--- config.mk ---
export PLATFORM = sky130hd
export DESIGN_NAME = divsel_solver
export DESIGN_NICKNAME = d
export VERILOG_FILES = /design/src/rtl/divsel_pkg.sv /design/src/rtl/divsel_divider.sv /design/src/rtl/divsel_split.sv /design/src/rtl/divsel_solver.sv
export SDC_FILE = /design/constraint.sdc
export NUM_CORES = 1
export LEC_CHECK = 0
export BUFFER_PORTS_ARGS = -buffer_cell sky130_fd_sc_hd__buf_2
export CAP_MARGIN = 0
export CORE_MARGIN = 2
export CORE_UTILIZATION = 35
export CTS_BUF_LIST = sky130_fd_sc_hd__clkbuf_16
export DETAILED_ROUTE_END_ITERATION = 7
export GPL_TIMING_DRIVEN = 0
export REMOVE_ABC_BUFFERS = 1
export SYNTH_ARGS = -nofsm -noshare
export SYNTH_HDL_FRONTEND = slang
export SYNTH_SLANG_ARGS = --single-unit
--- constraint.sdc ---
create_clock -name clk -period 8.72 [get_ports clk]
set_clock_uncertainty 0.2 [all_clocks]
set_input_delay 1.744 -clock clk [delete_from_list [all_inputs] [get_ports clk]]
set_output_delay 1.744 -clock clk [all_outputs]
set_load 0.05 [all_outputs]
--- src/rtl/divsel_pkg.sv ---
// Package: shared constants and the solver state type.
// Assumes: post-divider spans 1..4, so its code is 2 bits.
package divsel_pkg;
    localparam int POST_MAX = 4;
    localparam int POST_W   = 2;
    localparam int POST_VW  = 3;

    typedef enum logic [2:0] {
        ST_IDLE,
        ST_CHECK,
        ST_RATIO,
        ST_SPLIT,
        ST_PRE,
        ST_POST,
        ST_NEXT,
        ST_FINISH
    } solve_st_e;
endpackage

--- src/rtl/divsel_divider.sv ---
// Module: divsel_divider
// Restoring unsigned divider, one quotient bit per cycle. A go pulse
// loads the operands; done pulses once, W cycles later, with quot/rem
// valid and held until the next go.
// Assumes: divisor is nonzero whenever go is raised.
module divsel_divider #(
    parameter int W = 32
) (
    input  logic         clk,
    input  logic         rst_n,
    input  logic         go,
    input  logic [W-1:0] dividend,
    input  logic [W-1:0] divisor,
    output logic         done,
    output logic [W-1:0] quot,
    output logic [W-1:0] rem
);
    localparam int CNT_W = $clog2(W + 1);

    logic [W-1:0]     acc_q;
    logic [W-1:0]     quo_q;
    logic [W-1:0]     dvs_q;
    logic [W-1:0]     dvd_q;
    logic [CNT_W-1:0] cnt_q;
    logic             run_q;
    logic [W:0]       trial;
    logic             fits;

    // Trial subtraction of the shifted partial remainder.
    always_comb begin
        trial = {acc_q, quo_q[W-1]};
        fits  = (trial >= {1'b0, dvs_q});
    end

    // Iteration register: load on go, shift one bit per cycle while running.
    always_ff @(posedge clk) begin
        if (!rst_n) begin
            acc_q <= '0;
            quo_q <= '0;
            dvs_q <= '0;
            dvd_q <= '0;
            cnt_q <= '0;
            run_q <= 1'b0;
            done  <= 1'b0;
        end else begin
            done <= 1'b0;
            if (go) begin
                acc_q <= '0;
                quo_q <= dividend;
                dvs_q <= divisor;
                dvd_q <= dividend;
                cnt_q <= CNT_W'(W);
                run_q <= 1'b1;
            end else if (run_q) begin
                if (fits) begin
                    acc_q <= W'(trial - {1'b0, dvs_q});
                    quo_q <= {quo_q[W-2:0], 1'b1};
                end else begin
                    acc_q <= trial[W-1:0];
                    quo_q <= {quo_q[W-2:0], 1'b0};
                end
                cnt_q <= cnt_q - 1'b1;
                if (cnt_q == CNT_W'(1)) begin
                    run_q <= 1'b0;
                    done  <= 1'b1;
                end
            end
        end
    end

    assign quot = quo_q;
    assign rem  = acc_q;


    div_exact_chk: assert property (@(posedge clk) disable iff (!rst_n)
        done |-> (({{W{1'b0}}, quot} * {{W{1'b0}}, dvs_q}) + {{W{1'b0}}, rem}
                  == {{W{1'b0}}, dvd_q}) && (rem < dvs_q));
endmodule

--- src/rtl/divsel_split.sv ---
// Module: divsel_split
// Splits an overall divide ratio between pre- and post-divider.
// Only the source feeding the pre-divider (use_pre) splits; it does so
// in bands of PRE_MAX when the ratio exceeds the post-divider range.
// Assumes: ratio >= 1; pure combinational.
module divsel_split
    import divsel_pkg::*;
#(
    parameter int RATIO_W = 32,
    parameter int PRE_MAX = 32,
    parameter int PRE_VW  = 6
) (
    input  logic [RATIO_W-1:0] ratio,
    input  logic               use_pre,
    output logic [PRE_VW-1:0]  pre_val,
    output logic [POST_VW-1:0] post_val
);
    localparam int BAND_W = $clog2(3 * PRE_MAX + 3);

    logic [RATIO_W-1:0] half_up;
    logic [RATIO_W-1:0] quarter_up;
    logic [BAND_W-1:0]  third_in;
    logic [BAND_W-1:0]  third_up;

    // Ceiling quotients for the three upper bands.
    always_comb begin
        half_up    = (ratio >> 1) + {{(RATIO_W-1){1'b0}}, ratio[0]};
        quarter_up = (ratio >> 2) + {{(RATIO_W-1){1'b0}}, |ratio[1:0]};
        third_in   = ratio[BAND_W-1:0];
        third_up   = (third_in + BAND_W'(2)) / BAND_W'(3);
    end

    // Band selection and saturation of the pre-divide value.
    always_comb begin
        pre_val  = PRE_VW'(1);
        post_val = (ratio >= RATIO_W'(POST_MAX)) ? POST_VW'(POST_MAX)
                                                 : ratio[POST_VW-1:0];
        if (use_pre && (ratio > RATIO_W'(POST_MAX))) begin
            if (ratio < RATIO_W'(PRE_MAX)) begin
                pre_val  = ratio[PRE_VW-1:0];
                post_val = POST_VW'(1);
            end else if (ratio < RATIO_W'(2 * PRE_MAX)) begin
                pre_val  = half_up[PRE_VW-1:0];
                post_val = POST_VW'(2);
            end else if (ratio < RATIO_W'(3 * PRE_MAX)) begin
                pre_val  = third_up[PRE_VW-1:0];
                post_val = POST_VW'(3);
            end else begin
                pre_val  = (quarter_up > RATIO_W'(PRE_MAX)) ? PRE_VW'(PRE_MAX)
                                                            : quarter_up[PRE_VW-1:0];
                post_val = POST_VW'(POST_MAX);
            end
        end
    end
endmodule

--- src/rtl/divsel_solver.sv ---
// Module: divsel_solver (top)
// Scans the candidate sources in index order, computes ratio, split and
// achieved rate for each through one shared iterative divider, and keeps
// the fastest result not above the target. Inputs are captured on an
// accepted start; results are held until the next accepted start.
// Assumes: PRE_SRC < NUM_SRC; PRE_MAX is a power of two.
module divsel_solver
    import divsel_pkg::*;
#(
    parameter int RATE_W  = 32,
    parameter int NUM_SRC = 4,
    parameter int PRE_SRC = 3,
    parameter int PRE_MAX = 32,
    localparam int IDX_W  = $clog2(NUM_SRC),
    localparam int PRE_W  = $clog2(PRE_MAX)
) (
    input  logic                       clk,
    input  logic                       rst_n,
    input  logic                       start,
    input  logic [RATE_W-1:0]          req_rate,
    input  logic [NUM_SRC*RATE_W-1:0]  src_rate,
    input  logic [NUM_SRC-1:0]         src_present,
    output logic                       busy,
    output logic                       done,
    output logic                       err,
    output logic [IDX_W-1:0]           sel_idx,
    output logic [PRE_W-1:0]           pre_code,
    output logic [POST_W-1:0]          post_code,
    output logic [RATE_W-1:0]          out_rate
);
    localparam int PRE_VW = $clog2(PRE_MAX + 1);

    solve_st_e           st_q;
    logic [RATE_W-1:0]   src_arr [NUM_SRC];
    logic [RATE_W-1:0]   src_q   [NUM_SRC];
    logic [NUM_SRC-1:0]  pres_q;
    logic [RATE_W-1:0]   req_q;
    logic [IDX_W-1:0]    idx_q;
    logic [RATE_W-1:0]   ratio_q;
    logic [PRE_VW-1:0]   pre_q;
    logic [POST_VW-1:0]  post_q;
    logic                best_ok_q;
    logic [RATE_W-1:0]   best_rate_q;
    logic [IDX_W-1:0]    best_idx_q;
    logic [PRE_W-1:0]    best_pre_q;
    logic [POST_W-1:0]   best_post_q;
    logic                div_go_q;
    logic [RATE_W-1:0]   div_a_q;
    logic [RATE_W-1:0]   div_b_q;
    logic                div_done;
    logic [RATE_W-1:0]   div_quot;
    logic [RATE_W-1:0]   div_rem;
    logic [RATE_W-1:0]   cur_src;
    logic [RATE_W-1:0]   clamp_rate;
    logic                use_pre;
    logic [PRE_VW-1:0]   split_pre;
    logic [POST_VW-1:0]  split_post;
    logic [PRE_VW-1:0]   pre_m1;
    logic [POST_VW-1:0]  post_m1;
    logic                better;

    // Unpack the flat candidate bus, one slice per source.
    for (genvar g = 0; g < NUM_SRC; g++) begin : g_unpack
        assign src_arr[g] = src_rate[g*RATE_W +: RATE_W];
    end

    // Current-candidate operands and the acceptance test.
    always_comb begin
        cur_src    = src_q[idx_q];
        clamp_rate = (req_q > cur_src) ? cur_src : req_q;
        use_pre    = (idx_q == IDX_W'(PRE_SRC));
        pre_m1     = pre_q - PRE_VW'(1);
        post_m1    = post_q - POST_VW'(1);
        better     = (div_quot <= req_q) && (div_quot > best_rate_q);
    end

    divsel_split #(
        .RATIO_W (RATE_W),
        .PRE_MAX (PRE_MAX),
        .PRE_VW  (PRE_VW)
    ) u_split (
        .ratio    (ratio_q),
        .use_pre  (use_pre),
        .pre_val  (split_pre),
        .post_val (split_post)
    );

    divsel_divider #(
        .W (RATE_W)
    ) u_div (
        .clk      (clk),
        .rst_n    (rst_n),
        .go       (div_go_q),
        .dividend (div_a_q),
        .divisor  (div_b_q),
        .done     (div_done),
        .quot     (div_quot),
        .rem      (div_rem)
    );

    // Sequencer: capture, per-candidate three divisions, selection, report.
    always_ff @(posedge clk) begin
        if (!rst_n) begin
            st_q        <= ST_IDLE;
            pres_q      <= '0;
            req_q       <= '0;
            idx_q       <= '0;
            ratio_q     <= RATE_W'(1);
            pre_q       <= PRE_VW'(1);
            post_q      <= POST_VW'(1);
            best_ok_q   <= 1'b0;
            best_rate_q <= '0;
            best_idx_q  <= '0;
            best_pre_q  <= '0;
            best_post_q <= '0;
            div_go_q    <= 1'b0;
            div_a_q     <= '0;
            div_b_q     <= RATE_W'(1);
            done        <= 1'b0;
            err         <= 1'b0;
            sel_idx     <= '0;
            pre_code    <= '0;
            post_code   <= '0;
            out_rate    <= '0;
            for (int k = 0; k < NUM_SRC; k++) src_q[k] <= '0;
        end else begin
            done     <= 1'b0;
            div_go_q <= 1'b0;
            unique case (st_q)
                ST_IDLE: begin
                    if (start) begin
                        req_q       <= req_rate;
                        pres_q      <= src_present;
                        for (int k = 0; k < NUM_SRC; k++) src_q[k] <= src_arr[k];
                        idx_q       <= '0;
                        best_ok_q   <= 1'b0;
                        best_rate_q <= '0;
                        best_idx_q  <= '0;
                        best_pre_q  <= '0;
                        best_post_q <= '0;
                        st_q        <= (req_rate == '0) ? ST_FINISH : ST_CHECK;
                    end
                end
                ST_CHECK: begin
                    if (pres_q[idx_q] && (cur_src != '0)) begin
                        div_go_q <= 1'b1;
                        div_a_q  <= cur_src;
                        div_b_q  <= clamp_rate;
                        st_q     <= ST_RATIO;
                    end else begin
                        st_q     <= ST_NEXT;
                    end
                end
                ST_RATIO: begin
                    if (div_done) begin
                        ratio_q <= div_quot + {{(RATE_W-1){1'b0}}, |div_rem};
                        st_q    <= ST_SPLIT;
                    end
                end
                ST_SPLIT: begin
                    pre_q    <= split_pre;
                    post_q   <= split_post;
                    div_go_q <= 1'b1;
                    div_a_q  <= cur_src;
                    div_b_q  <= {{(RATE_W-PRE_VW){1'b0}}, split_pre};
                    st_q     <= ST_PRE;
                end
                ST_PRE: begin
                    if (div_done) begin
                        div_go_q <= 1'b1;
                        div_a_q  <= div_quot;
                        div_b_q  <= {{(RATE_W-POST_VW){1'b0}}, post_q};
                        st_q     <= ST_POST;
                    end
                end
                ST_POST: begin
                    if (div_done) begin
                        if (better) begin
                            best_ok_q   <= 1'b1;
                            best_rate_q <= div_quot;
                            best_idx_q  <= idx_q;
                            best_pre_q  <= pre_m1[PRE_W-1:0];
                            best_post_q <= post_m1[POST_W-1:0];
                        end
                        st_q <= ST_NEXT;
                    end
                end
                ST_NEXT: begin
                    if (idx_q == IDX_W'(NUM_SRC - 1)) begin
                        st_q  <= ST_FINISH;
                    end else begin
                        idx_q <= idx_q + 1'b1;
                        st_q  <= ST_CHECK;
                    end
                end
                ST_FINISH: begin
                    done      <= 1'b1;
                    err       <= !best_ok_q;
                    sel_idx   <= best_ok_q ? best_idx_q  : '0;
                    pre_code  <= best_ok_q ? best_pre_q  : '0;
                    post_code <= best_ok_q ? best_post_q : '0;
                    out_rate  <= best_ok_q ? best_rate_q : '0;
                    st_q      <= ST_IDLE;
                end
                default: st_q <= ST_IDLE;
            endcase
        end
    end

    assign busy = (st_q != ST_IDLE);


    done_pulse_chk: assert property (@(posedge clk) disable iff (!rst_n)
        done |=> !done);

    done_idle_chk: assert property (@(posedge clk) disable iff (!rst_n)
        done |-> !busy);

    result_hold_chk: assert property (@(posedge clk) disable iff (!rst_n)
        !done |-> ($stable(out_rate) && $stable(sel_idx) && $stable(err)
                   && $stable(pre_code) && $stable(post_code)));

    err_clear_chk: assert property (@(posedge clk) disable iff (!rst_n)
        err |-> (out_rate == '0) && (sel_idx == '0) && (pre_code == '0) && (post_code == '0));

    under_target_chk: assert property (@(posedge clk) disable iff (!rst_n)
        (done && !err) |-> (out_rate <= req_q) && (out_rate != '0));

    capture_hold_chk: assert property (@(posedge clk) disable iff (!rst_n)
        busy |=> $stable(req_q) && $stable(pres_q));

    split_range_chk: assert property (@(posedge clk) disable iff (!rst_n)
        (st_q == ST_SPLIT) |-> (split_pre >= PRE_VW'(1)) && (split_pre <= PRE_VW'(PRE_MAX))
                               && (split_post >= POST_VW'(1)) && (split_post <= POST_VW'(POST_MAX)));

    no_pre_chk: assert property (@(posedge clk) disable iff (!rst_n)
        ((st_q == ST_SPLIT) && !use_pre) |-> (split_pre == PRE_VW'(1)));
endmodule

# After elaboration in Yosys (flattened, before gate mapping)
# Memory sizes are Yosys's and may differ from the RTL's. A register that Yosys moved wholly into a read port is not among the register bits.
# Index checks and enable logic that the tools add are counted.
# Widths: inputs -> output; s select.
dict set report word_totals {
  mem_bits_rw 128
  ff_bits 335
  input_bits 167
  out_inout_bits 44
  mem_count 1
}
# memory depth word_bits rd rd_ports_with_merged_regs wr line_no
set memory_table {}
lappend memory_table {src_q 4 32 1 1 4 divsel_solver.sv:35} ;# logic [RATE_W-1:0] src_q [NUM_SRC];
dict set report classes {
  div 1
  bitwise 6
  n_addsub 9
  mux 77
  eq_ne 16
  reduce_logical 22
  n_lt_le_gt_ge 11
}
# operator count
set op_table {}
lappend op_table {{$mux 32} 16}
lappend op_table {{$pmux 32 s3} 2}
lappend op_table {{$gt 32x32->1} 2}
lappend op_table {{$lt 32x7->1 const B} 2}
lappend op_table {{$pmux 32 s2} 1}
lappend op_table {{$mux 6} 7}
lappend op_table {{$mux 3} 12}
lappend op_table {{$ge 33x32->1} 1}
lappend op_table {{$add 32x1->32} 1}
lappend op_table {{$ge 32x3->1 const B} 1}
lappend op_table {{$gt 32x3->1 const B} 1}
lappend op_table {{$gt 32x6->1 const B} 1}
lappend op_table {{$le 32x32->1} 1}
lappend op_table {{$logic_not 32->1} 1}
lappend op_table {{$lt 32x6->1 const B} 1}
lappend op_table {{$reduce_bool 32->1} 1}
lappend op_table {{$reduce_or 32->1} 1}
lappend op_table {{$sub 32x32->32} 1}
lappend op_table {{$add 30x1->31} 1}
lappend op_table {{$pmux 3 s8} 1}
lappend op_table {{$mux 2} 10}
lappend op_table {{$mux 5} 4}
lappend op_table {{$mux 1} 17}
lappend op_table {{$eq 3x3->1 const B} 4}
lappend op_table {{other kinds (31)} 52}

# Logic depth before layout (Yosys ltp)
dict set report depth {
  word_depth 9
  ltp_mapped 18
  ltp_nobuf 15
}

# By module
# A second synthesis with hierarchy kept.
dict set report hier_totals {
  hier_cells 2991
  hier_area_um2 26643.1
}
# module seq_area_each_um2 n_inst area_per_inst_um2 cells_per_inst
set modules_own_cells {}
lappend modules_own_cells {divsel_solver 8508.2 1 18423.9 1909}
lappend modules_own_cells {divsel_divider 2082.0 1 6366.1 800}
lappend modules_own_cells {divsel_split 0.0 1 1853.0 282}

# Worst setup path after synthesis
# OpenSTA, ideal clock, no wires.
dict set report synth_path {
  path_kind {in2reg}
  from {in rst_n}
  to {mem src_q[0][0], enable pin}
  t_arrival_ns 4.792
  stages 5
  path_slack_ns 3.248
  path_buffers 2
  required_ns 8.040
  path_cell_list {clkbuf_1 -> clkinv_1 -> nor2_1 -> clkbuf_1 -> inv_1}
}
# item line_no
set synth_rtl {}
lappend synth_rtl {{from (decl)} divsel_solver.sv:18} ;# input logic rst_n,
lappend synth_rtl {{to (decl)} divsel_solver.sv:35}

# Final worst setup path
dict set report layout_path {
  from {reg ratio_q[5]}
  to {reg pre_q[0]}
}
dict set report layout_between {
  elab_chain_cells 7
  word_cells_on_any_way 14
  cone_classes {add/sub: 2; div: 1; order compare: 5; mux: 5; reduce/logical: 1}
}
# item line_no
set layout_lines {}
lappend layout_lines {{from (decl)} divsel_solver.sv:39} ;# logic [RATE_W-1:0] ratio_q;
lappend layout_lines {{from (signal assigned)} divsel_solver.sv:156} ;# ratio_q <= div_quot + {{(RATE_W-1){1'b0}}, |div_rem};
lappend layout_lines {{parallel branches: the longest is 6 deep, another holds $add 7x2->7} --}
lappend layout_lines {{$mux 6 (*)} divsel_split.sv:38} ;# if (use_pre && (ratio > RATIO_W'(POST_MAX))) begin
lappend layout_lines {{to (signal assigned)} divsel_solver.sv:161} ;# pre_q <= split_pre;
lappend layout_lines {{to (decl)} divsel_solver.sv:40} ;# logic [PRE_VW-1:0] pre_q;
# Every way passes the cells marked *.
# A chain may end at the register's enable or synchronous reset.

==> metrics <==
CTS clk-pin slew, worst paths=0.06 ns; final hold vios=0; Synth Instances=2884; Area Overhead vs Synth=14.6%; outcome=finished, final reports clean; hpwl dp=52500 um; worst hold start=out_rate[12]$_SDFFE_PN0P_; core area=73000 sq um; CP max stage delay=1.14 ns; Port Buffers=210; worst r2r src=ratio_q[5]$_SDFFE_PN0P_; routability cong.=0.893; Post-synth EDFFs=128; Hold Path Sink=out_rate[12]$_SDFFE_PN0P_; crit end category=register; Worst Tran Pin Value=1.35 ns; CP bufs+invs=1; Root Driver=clkbuf_16; share of post-route cells with drive strength above 1=0.128; clock sinks=465; DR iter-0 viols=1386; Synth top cells by count=dfxtp_1, nor2_1, nand2_1, a21oi_1, mux2i_1; fill cell count=7292; Leak=11.5 nW; Distinct cells, synth=75; fin crit share=0.617; fmax=186 MHz; top cell type's share of synthesized area=0.262; first-pass GRT wire length=114000 um; clk_lat worst skew=0.62 ns; Pins Over Slew Limit=0; PD cells=246 nW/um^2; Nets=3286; Primary FF master, synth=dfxtp_1; gr ovfl total=0; cell family with most CP delay=compound AO/OA/AOI/OAI gates; Clock Path Buffers=3; ranking of synthesized cells by area=dfxtp_1, edfxtp_1, mux2i_1, ha_1, nor2_1; Vias=21300; Routed WL=73200 um; Setup Buffers After CTS=0; utilization after layout=0.404; crit path max fanout=36; vias in the first global route=19700; R2R depth=12; io pins=211; CTS buffer count=51; cell area after synthesis=25800 sq um; Die H=275 um; Critical R2R Capture=pre_q[0]$_SDFFE_PN1P_; syn_area_per_cell=8.93 sq um; fin worst setup slack=3.34 ns; RSZ-0062 raised after global routing=no; YS warnings=0; final setup fails=0; max-cap violations=0; most common cell in the netlist=dfxtp_1; Tot GR Track Use=0.190; Starting Density=0.353; ys async rst share=0; initial antenna violation count=7; die area=75800 sq um; Seq/Total Area, Yosys=0.411; largest net degree at the start of global routing=126; Gates resized, CTS repair=0; routed len/inst=18.4 um; CP Launch Type=register; Final ANT Viol Nets=0; worst-case vdd ir drop=222 uV; # rows=99; H-tree depth=2; pre-CTS setup slack=3.33 ns; R2R Setup Slk=3.34 ns; Synth area leader=dfxtp_1; Die Wd=275 um; Worst EP arrival=5.65 ns; Pwr Total=0.00727 W; Remaining DRCs=0; Min-Delay Path Class=register to register; Worst path most repeated cell=a21oi_1; first-pass detailed-route iteration total=6; max_slew headroom=0.0897; crit-path cells=clkinv_1 -> o41ai_1 -> a222oi_1 -> a2bb2oi_1 -> a21oi_1 -> o21ai_0 -> ha_1 -> or3_1 -> a21boi_0 -> o32ai_1 -> a21oi_1 -> o211ai_1; Yosys reg bits=465; minimum clock period=5.38 ns; hold path depth=2; critical path class=register to register; Hold Buf Count CTS=0; Crit-path slowest cell=dfxtp_1; TritonCTS clock tree=built; Req. time, crit path=8.99 ns; vias per cell=5.35
## registers in the layout, summed over array words and instances, names as in the netlist, 3 cells and up, named ones only
name         cells
best_pre_q       5
best_rate_q     32
div_a_q         32
div_b_q         32
out_rate        32
post_q           3
pre_code         5
pre_q            5
pres_q           4
ratio_q         32
req_q           32
src_q          128
st_q             3
u_div.cnt_q      6
u_div.dvs_q     32
u_div.quot      32
u_div.rem       32
## power breakdown
part	total [W]	internal (W)	switching (W)
clock	0.00214	0.00120	0.000932
combinational	0.00243	0.000979	0.00145
sequential	0.00271	0.00252	0.000191
total	0.00727	0.00470	0.00257
## stage by stage
step	std cells	setup TNS, ns	hold slack, ns	cell area, sq um
after detailed placement	3878	0	0.240	27900
after global routing	3974	0	0.264	29500
after CTS	3974	0	0.248	29500
after global placement	3849	-2706.57	0.238	27200
final	3975	0	0.246	29500
after floorplan	2680	-294.66	0.233	25000
## cells by family after synthesis
logic type / Yosys count / synth area share
AOI/OAI and AO/OA: 578 / 0.144
xor gates and xnor gates: 64 / 0.0218
adders and majority gates: 147 / 0.0717
buffers and inverters: 366 / 0.0545
DFF: 465 / 0.411
muxes: 221 / 0.102
and+or+nand+nor: 1043 / 0.195
## worst reg2reg max path, stage by stage, from the launching register on
cell	delay, ns
dfxtp_1	1.14
clkinv_1	0.69
o41ai_1	0.50
a222oi_1	0.11
a2bb2oi_1	0.74
a21oi_1	0.14
o21ai_0	0.25
ha_1	0.29
or3_1	0.35
a21boi_0	0.18
o32ai_1	0.13
a21oi_1	0.38
o211ai_1	0.15
## layout by cell type, fill, tap and decap left out, types with 11 or more instances in the layout
cell,netlist,final
dfxtp_1,337,332
nor2_1,299,298
nand2_1,282,281
a21oi_1,210,209
buf_2,17,209
mux2i_1,186,186
inv_1,160,170
ha_1,146,146
and3_1,143,142
edfxtp_1,128,128
nand3_1,85,84
o21ai_0,83,83
a211oi_1,80,80
clkbuf_16,0,52
nand4_1,48,48
a21o_1,43,42
nor4_1,37,37
nor3_1,37,36
mux4_2,33,33
xnor2_1,32,32
xor2_1,32,32
a2bb2oi_1,30,30
a31oi_1,21,21
nor2b_1,19,19
or3_1,18,18
o21a_1,17,16
and4_1,14,14
clkinv_2,0,12
clkinv_1,2,11
nand2b_1,11,11
## worst max path at each step
stage | start | to | slack (ns) | cells past startpoint
floorplan | rst_n | src_q[0][0]$_SDFFCE_PN0P_ | -2.30 | 3
global placement | rst_n | src_q[0][9]$_SDFFCE_PN0P_ | -11.33 | 4
detailed placement | ratio_q[5]$_SDFFE_PN0P_ | pre_q[0]$_SDFFE_PN1P_ | 3.33 | 12
CTS | ratio_q[5]$_SDFFE_PN0P_ | pre_q[0]$_SDFFE_PN1P_ | 3.33 | 12
global route | ratio_q[5]$_SDFFE_PN0P_ | pre_q[0]$_SDFFE_PN1P_ | 2.85 | 12
finish | ratio_q[5]$_SDFFE_PN0P_ | pre_q[0]$_SDFFE_PN1P_ | 3.34 | 12
## layout make-up
class	instances	area, sq um	share of cell area
Timing Repair Buffer	239	1620	0.0549
Sequential cell	465	10600	0.359
Tap cell	959	1200	0.0407
Inverter	162	618	0.0209
Multi-Input combinational cell	2053	13800	0.469
Clock inverter	44	337	0.0114
Antenna cell	1	2.50	0.0000848
Clock buffer	52	1300	0.0441
## routing by layer
metal | wire, um | GRT usage
met4 | 2380 | 0.0633
met2 | 32800 | 0.303
met3 | 3870 | 0.0320
met5 | 38 | 0
met1 | 34100 | 0.260
Note: power is estimated with default switching activity, not from simulation.
